===== src/rtl/guess_pkg.sv =====
package guess_pkg;
    localparam int NUM_BTN  = 2;
    localparam int BTN_SET  = 0;
    localparam int BTN_TEST = 1;
endpackage


===== src/rtl/btn_sync.sv =====
module btn_sync #(
    parameter int STAGES = 2
) (
    input  logic clk_i,
    input  logic rst_ni,
    input  logic din_i,
    output logic dout_o
);
    logic [STAGES-1:0] chain_d, chain_q;

    always_comb begin
        chain_d = {chain_q[STAGES-2:0], din_i};
    end

    always_ff @(posedge clk_i) begin
        if (!rst_ni) chain_q <= '0;
        else         chain_q <= chain_d;
    end

    assign dout_o = chain_q[STAGES-1];
endmodule


===== src/rtl/btn_debounce.sv =====
module btn_debounce #(
    parameter int STABLE_CYCLES = 1000000,
    parameter bit DEBOUNCE_EN   = 1'b1
) (
    input  logic clk_i,
    input  logic rst_ni,
    input  logic din_i,
    output logic lvl_o
);
    localparam int CW    = $clog2(STABLE_CYCLES + 1);
    localparam int LIMIT = STABLE_CYCLES - 1;

    generate
        if (DEBOUNCE_EN) begin : g_filter
            typedef struct packed {
                logic          lvl;
                logic [CW-1:0] cnt;
            } deb_t;
            deb_t st_d, st_q;

            always_comb begin
                st_d = st_q;
                if (din_i == st_q.lvl) begin
                    st_d.cnt = '0;
                end else if (st_q.cnt == CW'(LIMIT)) begin
                    st_d.lvl = din_i;
                    st_d.cnt = '0;
                end else begin
                    st_d.cnt = st_q.cnt + 1'b1;
                end
            end

            always_ff @(posedge clk_i) begin
                if (!rst_ni) st_q <= '0;
                else         st_q <= st_d;
            end

            assign lvl_o = st_q.lvl;

            // the output level flips only after a full window of disagreement
            assert_level_after_window_R8: assert property (@(posedge clk_i) disable iff (!rst_ni)
                (st_q.lvl != $past(st_q.lvl)) |-> ($past(st_q.cnt) == CW'(LIMIT)));
        end else begin : g_bypass
            assign lvl_o = din_i;
        end
    endgenerate
endmodule


===== src/rtl/rise_pulse.sv =====
module rise_pulse (
    input  logic clk_i,
    input  logic rst_ni,
    input  logic lvl_i,
    output logic pulse_o
);
    logic prev_d, prev_q;

    always_comb begin
        prev_d = lvl_i;
    end

    always_ff @(posedge clk_i) begin
        if (!rst_ni) prev_q <= 1'b0;
        else         prev_q <= prev_d;
    end

    assign pulse_o = lvl_i & ~prev_q;

    // a pulse never lasts two cycles
    assert_single_pulse_R7: assert property (@(posedge clk_i) disable iff (!rst_ni)
        pulse_o |=> !pulse_o);
endmodule


===== src/rtl/guess_core.sv =====
module guess_core #(
    parameter int VAL_W = 8
) (
    input  logic             clk_i,
    input  logic             rst_ni,
    input  logic [VAL_W-1:0] val_i,
    input  logic             set_pulse_i,
    input  logic             test_pulse_i,
    output logic             match_o
);
    typedef struct packed {
        logic [VAL_W-1:0] secret;
        logic             match;
    } core_t;

    core_t st_d, st_q;

    always_comb begin
        st_d = st_q;
        if (test_pulse_i) st_d.match  = (val_i == st_q.secret);
        if (set_pulse_i)  st_d.secret = val_i;
    end

    always_ff @(posedge clk_i) begin
        if (!rst_ni) st_q <= '0;
        else         st_q <= st_d;
    end

    assign match_o = st_q.match;

    assert_secret_loaded_R4: assert property (@(posedge clk_i) disable iff (!rst_ni)
        set_pulse_i |=> (st_q.secret == $past(val_i)));
    assert_result_held_R6: assert property (@(posedge clk_i) disable iff (!rst_ni)
        !test_pulse_i |=> $stable(match_o));
    assert_compare_old_secret_R9: assert property (@(posedge clk_i) disable iff (!rst_ni)
        test_pulse_i |=> (match_o == ($past(val_i) == $past(st_q.secret))));
endmodule


===== src/rtl/guess_match_game.sv =====
module guess_match_game #(
    parameter int SW_W          = 8,
    parameter int LED_W         = 16,
    parameter int SYNC_STAGES   = 2,
    parameter int STABLE_CYCLES = 1000000,
    parameter bit DEBOUNCE_EN   = 1'b1
) (
    input  logic             clk_i,
    input  logic             rst_ni,
    input  logic [SW_W-1:0]  sw_i,
    input  logic             set_btn_i,
    input  logic             test_btn_i,
    output logic [LED_W-1:0] led_o
);
    import guess_pkg::*;

    localparam int GAP_W = LED_W - SW_W - 1;

    logic [NUM_BTN-1:0] btn_raw, btn_sync, btn_lvl, btn_pulse;
    logic               match;

    always_comb begin
        btn_raw           = '0;
        btn_raw[BTN_SET]  = set_btn_i;
        btn_raw[BTN_TEST] = test_btn_i;
    end

    for (genvar i = 0; i < NUM_BTN; i++) begin : g_btn
        btn_sync #(.STAGES(SYNC_STAGES)) u_sync (
            .clk_i(clk_i), .rst_ni(rst_ni), .din_i(btn_raw[i]), .dout_o(btn_sync[i]));
        btn_debounce #(.STABLE_CYCLES(STABLE_CYCLES), .DEBOUNCE_EN(DEBOUNCE_EN)) u_deb (
            .clk_i(clk_i), .rst_ni(rst_ni), .din_i(btn_sync[i]), .lvl_o(btn_lvl[i]));
        rise_pulse u_edge (
            .clk_i(clk_i), .rst_ni(rst_ni), .lvl_i(btn_lvl[i]), .pulse_o(btn_pulse[i]));
    end

    guess_core #(.VAL_W(SW_W)) u_core (
        .clk_i       (clk_i),
        .rst_ni      (rst_ni),
        .val_i       (sw_i),
        .set_pulse_i (btn_pulse[BTN_SET]),
        .test_pulse_i(btn_pulse[BTN_TEST]),
        .match_o     (match)
    );

    assign led_o = {match, {GAP_W{1'b0}}, sw_i};

    always_comb begin
        assert_led_mirror_R2: assert (!rst_ni || led_o[SW_W-1:0] == sw_i);
        assert_led_gap_zero_R3: assert (!rst_ni || led_o[LED_W-2:SW_W] == '0);
    end

    assert_reset_clear_R1: assert property (@(posedge clk_i)
        !rst_ni |=> !led_o[LED_W-1]);
endmodule


===== config.mk =====
export PLATFORM = sky130hd
export DESIGN_NAME = guess_match_game
export DESIGN_NICKNAME = d
export VERILOG_FILES = /design/src/rtl/guess_pkg.sv /design/src/rtl/btn_sync.sv /design/src/rtl/btn_debounce.sv /design/src/rtl/rise_pulse.sv /design/src/rtl/guess_core.sv /design/src/rtl/guess_match_game.sv
export SDC_FILE = /design/constraint.sdc
export NUM_CORES = 1
export LEC_CHECK = 0
export ABC_AREA = 1
export ABC_CLOCK_PERIOD_IN_PS = 1500
export BUFFER_PORTS_ARGS = -buffer_cell sky130_fd_sc_hd__buf_4
export CELL_PAD_IN_SITES_DETAIL_PLACEMENT = 0
export CELL_PAD_IN_SITES_GLOBAL_PLACEMENT = 2
export CORE_UTILIZATION = 35
export CTS_BUF_LIST = sky130_fd_sc_hd__clkbuf_2 sky130_fd_sc_hd__clkbuf_4 sky130_fd_sc_hd__clkbuf_8
export DETAILED_ROUTE_END_ITERATION = 12
export PLACE_DENSITY_LB_ADDON = 0.1
export SETUP_SLACK_MARGIN = 0.3
export SLEW_MARGIN = 5
export SYNTH_ARGS = -nofsm -noshare
export SYNTH_HDL_FRONTEND = slang
export SYNTH_HIERARCHICAL = 1
export SYNTH_SLANG_ARGS = --single-unit

===== constraint.sdc =====
create_clock -name clk_i -period 1.5 [get_ports clk_i]
set_input_delay 0.075 -clock clk_i [delete_from_list [all_inputs] [get_ports clk_i]]
set_output_delay 0.075 -clock clk_i [all_outputs]
set_load 0.005 [all_outputs]

After elaboration in Yosys (flattened, before gate mapping):

Index checks and enable logic that the tools add are counted.

* add/sub/neg operators: 2
* equal/unequal tests: 5
* bitwise logic cells: 7
* reductions and logical operators: 4

Operators with widths (number)
* adder 20 x 1 -> 20 bit (second input constant): 2
* equality test 20 bit (second input constant): 2
* equality test 8 bit: 1
* OR reduction 3 bit: 2
* NOT 1 bit: 5
* AND reduction 2 bit: 2
* bitwise AND 1 bit: 2
* equality test 1 bit: 2

* register bits: 57
* bits of input ports: 12
* output and inout port bits: 16
* logic and storage cells: 28

Longest topological paths before layout:

Gate-level depths: netlist of the first run.

* word-level depth: 3
* depth in mapped cells: 9
* mapped depth without buffers: 8

Modules after synthesis:

Netlist of the first run, hierarchy kept.

By module, submodules not included
* btn_debounce: times used 2, cells an instance 159, area an instance 1113.6 µm², seq. area each 420.4 µm²
* guess_core: times used 1, cells an instance 71, area an instance 464.2 µm², seq. area each 180.2 µm²
* guess_match_game: times used 1, cells an instance 17, area an instance 123.9 µm², seq. area each 0.0 µm²
* btn_sync: times used 2, cells an instance 6, area an instance 55.1 µm², seq. area each 40.0 µm²
* rise_pulse: times used 2, cells an instance 5, area an instance 37.5 µm², seq. area each 20.0 µm²

Worst setup path before layout of the first run:

No wires, ideal clock.

* kind: reg2reg
* start point: register g_btn[0].u_deb/g_filter.st_q[0] (netlist bit)
* end point: register g_btn[0].u_deb/g_filter.st_q[11] (netlist bit)
* setup time: 0.115 ns
* arrival: 1.240 ns
* required time: 1.385 ns
* slack: 0.146 ns
* stages on the path, launching flop included: 10
* buffers on the path: 1
* period minus slack after synthesis: 1.354 ns
* cell sequence: dfxtp_1 > ha_1 > nand2_2 > inv_2 > nand2_2 > nor2_2 > nand3_2 > nand2_4 > buf_12 > nor2_1

* cells in the longest elaborated chain, start to end: 2

RTL lines
* start: declaration: RTL line btn_debounce.sv:19 `deb_t st_d, st_q;`
* start signal: assignment: RTL line btn_debounce.sv:35 `else st_q <= st_d;`
* branches (longest 2 deep; another with adder 20 x 1 -> 20 bit)

Parallel ways; which one is timed is not known.
A chain may end at the register's enable or synchronous reset.

Worst setup path in the final report of the first run:

* start point: register g_btn[0].u_deb/g_filter.st_q[0] (netlist bit)
* end point: register g_btn[0].u_deb.g_filter.st_q (netlist bit g_btn[0].u_deb/lvl_o)

* cells in the longest elaborated chain, start to end: 2

RTL lines
* equality test 20 bit: RTL line btn_debounce.sv:25 `end else if (st_q.cnt == CW'(LIMIT)) begin`
* AND reduction 2 bit (no line)

No other way between the ends.

==> results.json, run 1 <==
{
  "gr-max-usage-layer": "met2",
  "num-nets-final": 489,
  "clock-sinks": 57,
  "dieHeight_microns": 94.6,
  "mostFrequentLayoutCells": "96 x nand2_1, 51 x inv_1, 44 x dfxtp_1, 43 x nor2_1, 37 x buf_4",
  "use_met3": 0.0314,
  "hp-start": "sw_i[7]",
  "clock_skew_ps": 15.2,
  "powerDensity_nw_per_um2": 766,
  "ios": 28,
  "clock_latency_ps": 340,
  "critical_path.slowest_cell": "dfxtp_4",
  "grt_util_met2": 0.252,
  "cp-start-kind": "register",
  "port_buffers": 20,
  "ys_seq_area_frac": 0.380,
  "crit_chain": "ha_4, nand2_4, inv_4, nand2_4, nor2_4, nand3_4, nor2b_4, nor2_1",
  "antenna_found_initial": 0,
  "drtAntennaViolNets": 0,
  "synthFlopType": "dfxtp_1",
  "crit_type": "register to register",
  "placedCellCount": 547,
  "min_path_cells": 3,
  "num_antenna_cells": 0,
  "clockBufferDepth": 2,
  "ir_worst_vdd_uv": 418,
  "syn_area_per_cell_sq_um": 7.01,
  "drive_gt1_frac": 0.317,
  "r2r_cells": 8,
  "drv_cap": 0,
  "place.gp.congestion": 0.732,
  "dp_hpwl_microns": 4730,
  "final_area_sq_um": 3880,
  "rsz0062_at_grt": "true",
  "synth_cell_types": 28,
  "grt_pass1_wl_microns": 11400,
  "p_leak_nw": 1.45,
  "post_dp_cell_area_sq_um": 3230,
  "drc": 0,
  "start_util": 0.363,
  "overflow": 0,
  "status": "finished clean",
  "max_freq_mhz": 755,
  "grt_max_degree": 17,
  "synthCells": 428,
  "cp.required_ps": 1760,
  "holdCritPathClass": "input port to register",
  "row_count": 33,
  "setup_viol": 0,
  "drt_iter0_markers": 128,
  "critical_path.max_stage_delay_ps": 360,
  "die_x_microns": 94.6,
  "design.core.area_sq_um": 8260,
  "area_growth_pct": 29.5,
  "reg2reg_slack_ps": 180,
  "vias": 2691,
  "layout_min_cycle_time_ps": 1320,
  "routed_wirelength_microns": 6920,
  "setup_tns_ps": 0,
  "fin_ws_ps": 176,
  "ys_ff_latch": 57,
  "routedWlPerCell_microns": 11.8,
  "dieArea_sq_um": 8950,
  "r2r_end": "g_btn[0].u_deb/lvl_o",
  "synth_edf_count": 0,
  "grt_pass1_vias": 2482,
  "cts-buffers-inserted": 9,
  "critPathMaxFanout": 7,
  "cts_htree_levels": 3,
  "cp_common_cell": "nand2_4",
  "async_flop_share": 0,
  "worstReg2RegStart": "g_btn[0].u_deb/g_filter.st_q[0]",
  "syn_area_sq_um": 3000,
  "final_common_cell": "nand2_1",
  "hold_viol": 0,
  "cts_tree": "yes",
  "finalMaxSlewViolations": 0,
  "min_period_over_period": 0.883,
  "gr-usage-met1": 0.236,
  "arrival_ps": 1590,
  "clk_pin_slew_ps": 70,
  "cts_root_buf": "clkbuf_8",
  "setup.worst_path.end_class": "register",
  "pre_cts_slack_ps": 71.9,
  "via_per_inst": 4.60,
  "fin_cells": 585,
  "worstHoldEndpoint": "u_core/st_q[8]",
  "ys_warn_count": 6,
  "grtUsageTotal": 0.168,
  "firstDrtPassIters": 4
}
## cell usage after synthesis (all sizes together) (4+ instances only)
library cell / count / area (sq um)
xnor2: 10 / 87.6
nor2: 82 / 368
nor3: 6 / 30.0
nand3: 22 / 135
nand4: 8 / 50.1
dfxtp: 57 / 1140
a21oi: 30 / 161
xor2: 4 / 35.0
inv: 56 / 210
o21ai: 14 / 70.1
or2: 4 / 25.0
buf: 19 / 171
nand2: 105 / 424
## state kept, by name (all words and copies together) (netlist names)
name and flops:
u_core/st_q 8, g_btn.u_edge/prev_q 2, u_core/match_o 1, g_btn.u_deb/g_filter.st_q 40, g_btn.u_sync/chain_q 4, g_btn.u_deb/lvl_o 2
## logic make-up (layout without fill, tap and decap cells)
logic type               Yosys count  count (layout)  synth area share
flip-flops                        57              57             0.380
AND/OR/NAND/NOR                  233             238             0.360
adder cells (fa/ha/maj)            2               2           0.00834
AO/OA/AOI/OAI                     46              46            0.0822
other                              1               7           0.00125
XOR/XNOR                          14              14            0.0409
buffers and inverters             75             116             0.127
## metal layers
layer / part of all wire / wire length (microns) / vias up
li1: - / - / 1421
met1: 0.52 / 3570 / 1217
met2: 0.44 / 3010 / 41
met3: 0.032 / 225 / 12
met4: 0.016 / 110 / 0
met5: 0 / 0 / -
## area by class of cell
| cell class | instances | area (sq um) |
|---|---|---|
| inverter | 56 | 218 |
| clock inverter | 5 | 30.0 |
| tap | 105 | 131 |
| multi-input combinational | 307 | 1820 |
| clock buffer | 11 | 151 |
| fill | 887 | 4370 |
| sequential | 57 | 1160 |
| timing repair buffer | 44 | 368 |
## worst max-delay path: cells and delay by family (launching register included)
kind / cells / cell delay, ps
adders and majority gates: 1 / 140
buffers and inverters: 1 / 70
DFF: 1 / 360
and+or+nand+nor: 6 / 680
## worst max path at each step
stage,start,end,slack (ps),cells past startpoint
detailed placement,g_btn[1].u_deb/g_filter.st_q[1],g_btn[1].u_deb/g_filter.st_q[2],70,8
CTS,g_btn[1].u_deb/g_filter.st_q[0],g_btn[1].u_deb/g_filter.st_q[5],190,8
global route,g_btn[1].u_deb/g_filter.st_q[0],g_btn[1].u_deb/lvl_o,80,8
finish,g_btn[0].u_deb/g_filter.st_q[0],g_btn[0].u_deb/lvl_o,180,8
global placement,g_btn[0].u_deb/g_filter.st_q[0],g_btn[0].u_deb/g_filter.st_q[16],130,8
floorplan,g_btn[0].u_deb/g_filter.st_q[0],g_btn[0].u_deb/g_filter.st_q[11],210,9
## power breakdown
part	total, mW	internal (mW)	switching, mW	leakage (nW)
Combinational	0.139	0.0714	0.0678	0.893
Clock	1.32	0.680	0.635	0.0911
Sequential	1.52	1.52	0.00530	0.467
Total	2.97	2.27	0.708	1.45
## what timing repair did
action	4_1_cts	5_1_grt
endpoints found under the setup margin	42	43
gates resized for setup	32	36
hold buffers	5	0
buffers inserted	7	5
cloned	4	1
endpoints found under the hold margin	5	0
pin swaps	9	8
## metrics by stage
| stage | util | power (mW) | hold WS, ps |
|---|---|---|---|
| 6_report | 0.470 | 2.97 | 22.6 |
| 5_1_grt | 0.470 | 3.13 | 23.0 |
| 4_1_cts | 0.449 | 3.02 | 8.52 |
| 3_5_place_dp | 0.391 | 1.66 | 255 |
| 3_3_place_gp | 0.391 | 1.66 | 255 |
| 2_1_floorplan | - | 1.63 | 168 |
Power figures use the tool's default switching activity.
==> run 2, diff against run 1 <==
Settings changed: BUFFER_PORTS_ARGS -buffer_cell sky130_fd_sc_hd__buf_4 to -buffer_cell sky130_fd_sc_hd__buf_2.
==> results.json, run 2 (synthesis results as in run 1) <==
{
  "placedCellCount": 545,
  "setup.worst_path.end_class": "register",
  "drive_gt1_frac": 0.295,
  "worstReg2RegStart": "g_btn[0].u_deb/g_filter.st_q[0]",
  "p_int_mw": 2.39,
  "largest_reg_flops": 40,
  "hp-start": "sw_i[7]",
  "grt_pass1_wl_microns": 11500,
  "crit_type": "register to register",
  "utilization": 0.455,
  "final_common_cell": "nand2_1",
  "r2r_end": "g_btn[0].u_deb/g_filter.st_q[9]",
  "grt_pass1_vias": 2427,
  "critPathMaxFanout": 9,
  "design.core.area_sq_um": 8260,
  "reg2reg_slack_ps": 200,
  "hold_viol": 0,
  "overflow": 0,
  "seqPwrFrac": 0.495,
  "p_comb_frac": 0.040,
  "critical_path.slowest_cell": "dfxtp_4",
  "net-switching-power_mw": 0.682,
  "critical_path.max_stage_delay_ps": 380,
  "start_util": 0.363,
  "cp-start-kind": "register",
  "clock_skew_ps": 10.9,
  "holdCritPathClass": "input port to register",
  "drc": 0,
  "dieArea_sq_um": 8950,
  "vias": 2587,
  "rsz0062_at_grt": "true",
  "fin_ws_ps": 200,
  "cts-buffers-inserted": 9,
  "via_per_inst": 4.46,
  "ios": 28,
  "p_total_mw": 3.07,
  "status": "finished clean",
  "place.gp.congestion": 0.732,
  "powerDensity_nw_per_um2": 817,
  "drv_cap": 0,
  "min_period_over_period": 0.867,
  "p_leak_nw": 1.41,
  "row_count": 33,
  "clk_pin_slew_ps": 70,
  "cts_tree": "yes",
  "setup_tns_ps": 0,
  "clock_latency_ps": 340,
  "max_freq_mhz": 769,
  "clock-sinks": 57,
  "crit_chain": "ha_4, nand2_4, inv_4, nand2_4, nor2_4, nand3_4, nand2_8, a21oi_1",
  "pre_cts_slack_ps": 71.9,
  "num-nets-final": 484,
  "finalMaxSlewViolations": 0,
  "ir_worst_vdd_uv": 583,
  "min_path_cells": 3,
  "reg.largest.list": "g_btn.u_deb/g_filter.st_q x40, u_core/st_q x8, g_btn.u_sync/chain_q x4",
  "grt_max_degree": 17,
  "cp.required_ps": 1720,
  "cts_root_buf": "clkbuf_8",
  "die_x_microns": 94.6,
  "drtAntennaViolNets": 0,
  "dp_hpwl_microns": 4680,
  "antenna_found_initial": 0,
  "worstHoldEndpoint": "u_core/st_q[8]",
  "cts_htree_levels": 3,
  "switching_share": 0.222,
  "drt_iter0_markers": 98,
  "firstDrtPassIters": 4,
  "setup_viol": 0,
  "dieHeight_microns": 94.6,
  "mostFrequentLayoutCells": "95 x nand2_1, 51 x inv_1, 47 x nor2_1, 39 x dfxtp_1, 26 x nor2_2",
  "top_register": "g_btn.u_deb/g_filter.st_q",
  "layout_min_cycle_time_ps": 1300,
  "clkPwrFrac": 0.465,
  "routed_wirelength_microns": 6690,
  "clockBufferDepth": 2,
  "num_antenna_cells": 0,
  "fin_cells": 580,
  "grtUsageTotal": 0.169,
  "r2r_cells": 8,
  "routedWlPerCell_microns": 11.5,
  "arrival_ps": 1520,
  "cp_common_cell": "nand2_4",
  "port_buffers": 20,
  "area_growth_pct": 25.3
}
[run 2: cell types whose count changed in the layout (fill, tap and decap cells not counted), moves of 3 or more]
cell / before / now
nand3_2: 5 / 2
nand3_1: 14 / 17
nor2_1: 43 / 47
nor2_2: 29 / 26
buf_4: 37 / 12
dfxtp_1: 44 / 39
buf_2: 0 / 20
dfxtp_2: 10 / 15
clkbuf_4: 0 / 3
a21oi_2: 9 / 6
a21oi_1: 19 / 22
[run 2: critical path, delay by kind of cell (launching register included)]
family | cells | cell delay (ps)
AOI/OAI and AO/OA | 1 | 50
buffers and inverters | 1 | 60
adders and majority gates | 1 | 140
DFF | 1 | 380
and+or+nand+nor | 5 | 540
[run 2: power by group through the flow]
| stage | registers [mW] | logic, mW | clock network, mW |
|---|---|---|---|
| after floorplan | 1.56 | 0.0788 | 0 |
| after global placement | 1.56 | 0.0933 | 0 |
| after detailed placement | 1.56 | 0.0927 | 0 |
| after CTS | 1.52 | 0.118 | 1.48 |
| after global routing | 1.52 | 0.138 | 1.56 |
| final | 1.52 | 0.121 | 1.43 |
[run 2: per-layer routing]
metal | vias up | share of wire | GRT usage
met1 | 1131 | 0.53 | 0.235
li1 | 1410 | - | -
met3 | 8 | 0.040 | 0.0483
met5 | - | 0 | 0
met2 | 38 | 0.43 | 0.257
met4 | 0 | 0.0087 | 0.0379
[run 2: layout make-up]
cell class | instances | area, sq um
Fill cell | 913 | 4500
Multi-Input combinational cell | 306 | 1760
Sequential cell | 57 | 1170
Timing Repair Buffer | 40 | 290
Inverter | 56 | 215
Clock buffer | 12 | 146
Tap cell | 105 | 131
Clock inverter | 4 | 45.0
[run 2: timing repair]
action	4_1_cts	5_1_grt
gates cloned	4	0
gates resized for setup	32	28
hold endpoints to repair	6	0
buffers inserted	8	1
hold buffers	6	0
endpoints found under the setup margin	42	45
pin swaps	13	7
[run 2: through the flow]
stage / cell area [sq um] / hold slack [ps]
2_1_floorplan: 3060 / 168
3_3_place_gp: 3160 / 253
3_5_place_dp: 3160 / 257
4_1_cts: 3670 / 1.60
5_1_grt: 3760 / 17.8
6_report: 3760 / 15.6
[run 2: worst max path at each step]
stage,depth (start not counted),start,endpoint
2_1_floorplan,9,g_btn[0].u_deb/g_filter.st_q[0],g_btn[0].u_deb/g_filter.st_q[11]
3_3_place_gp,7,g_btn[0].u_deb/g_filter.st_q[4],g_btn[0].u_deb/g_filter.st_q[2]
3_5_place_dp,7,g_btn[0].u_deb/g_filter.st_q[4],g_btn[0].u_deb/g_filter.st_q[2]
4_1_cts,8,g_btn[1].u_deb/g_filter.st_q[0],g_btn[1].u_deb/g_filter.st_q[10]
5_1_grt,8,g_btn[0].u_deb/g_filter.st_q[0],g_btn[0].u_deb/lvl_o
6_report,8,g_btn[0].u_deb/g_filter.st_q[0],g_btn[0].u_deb/g_filter.st_q[9]
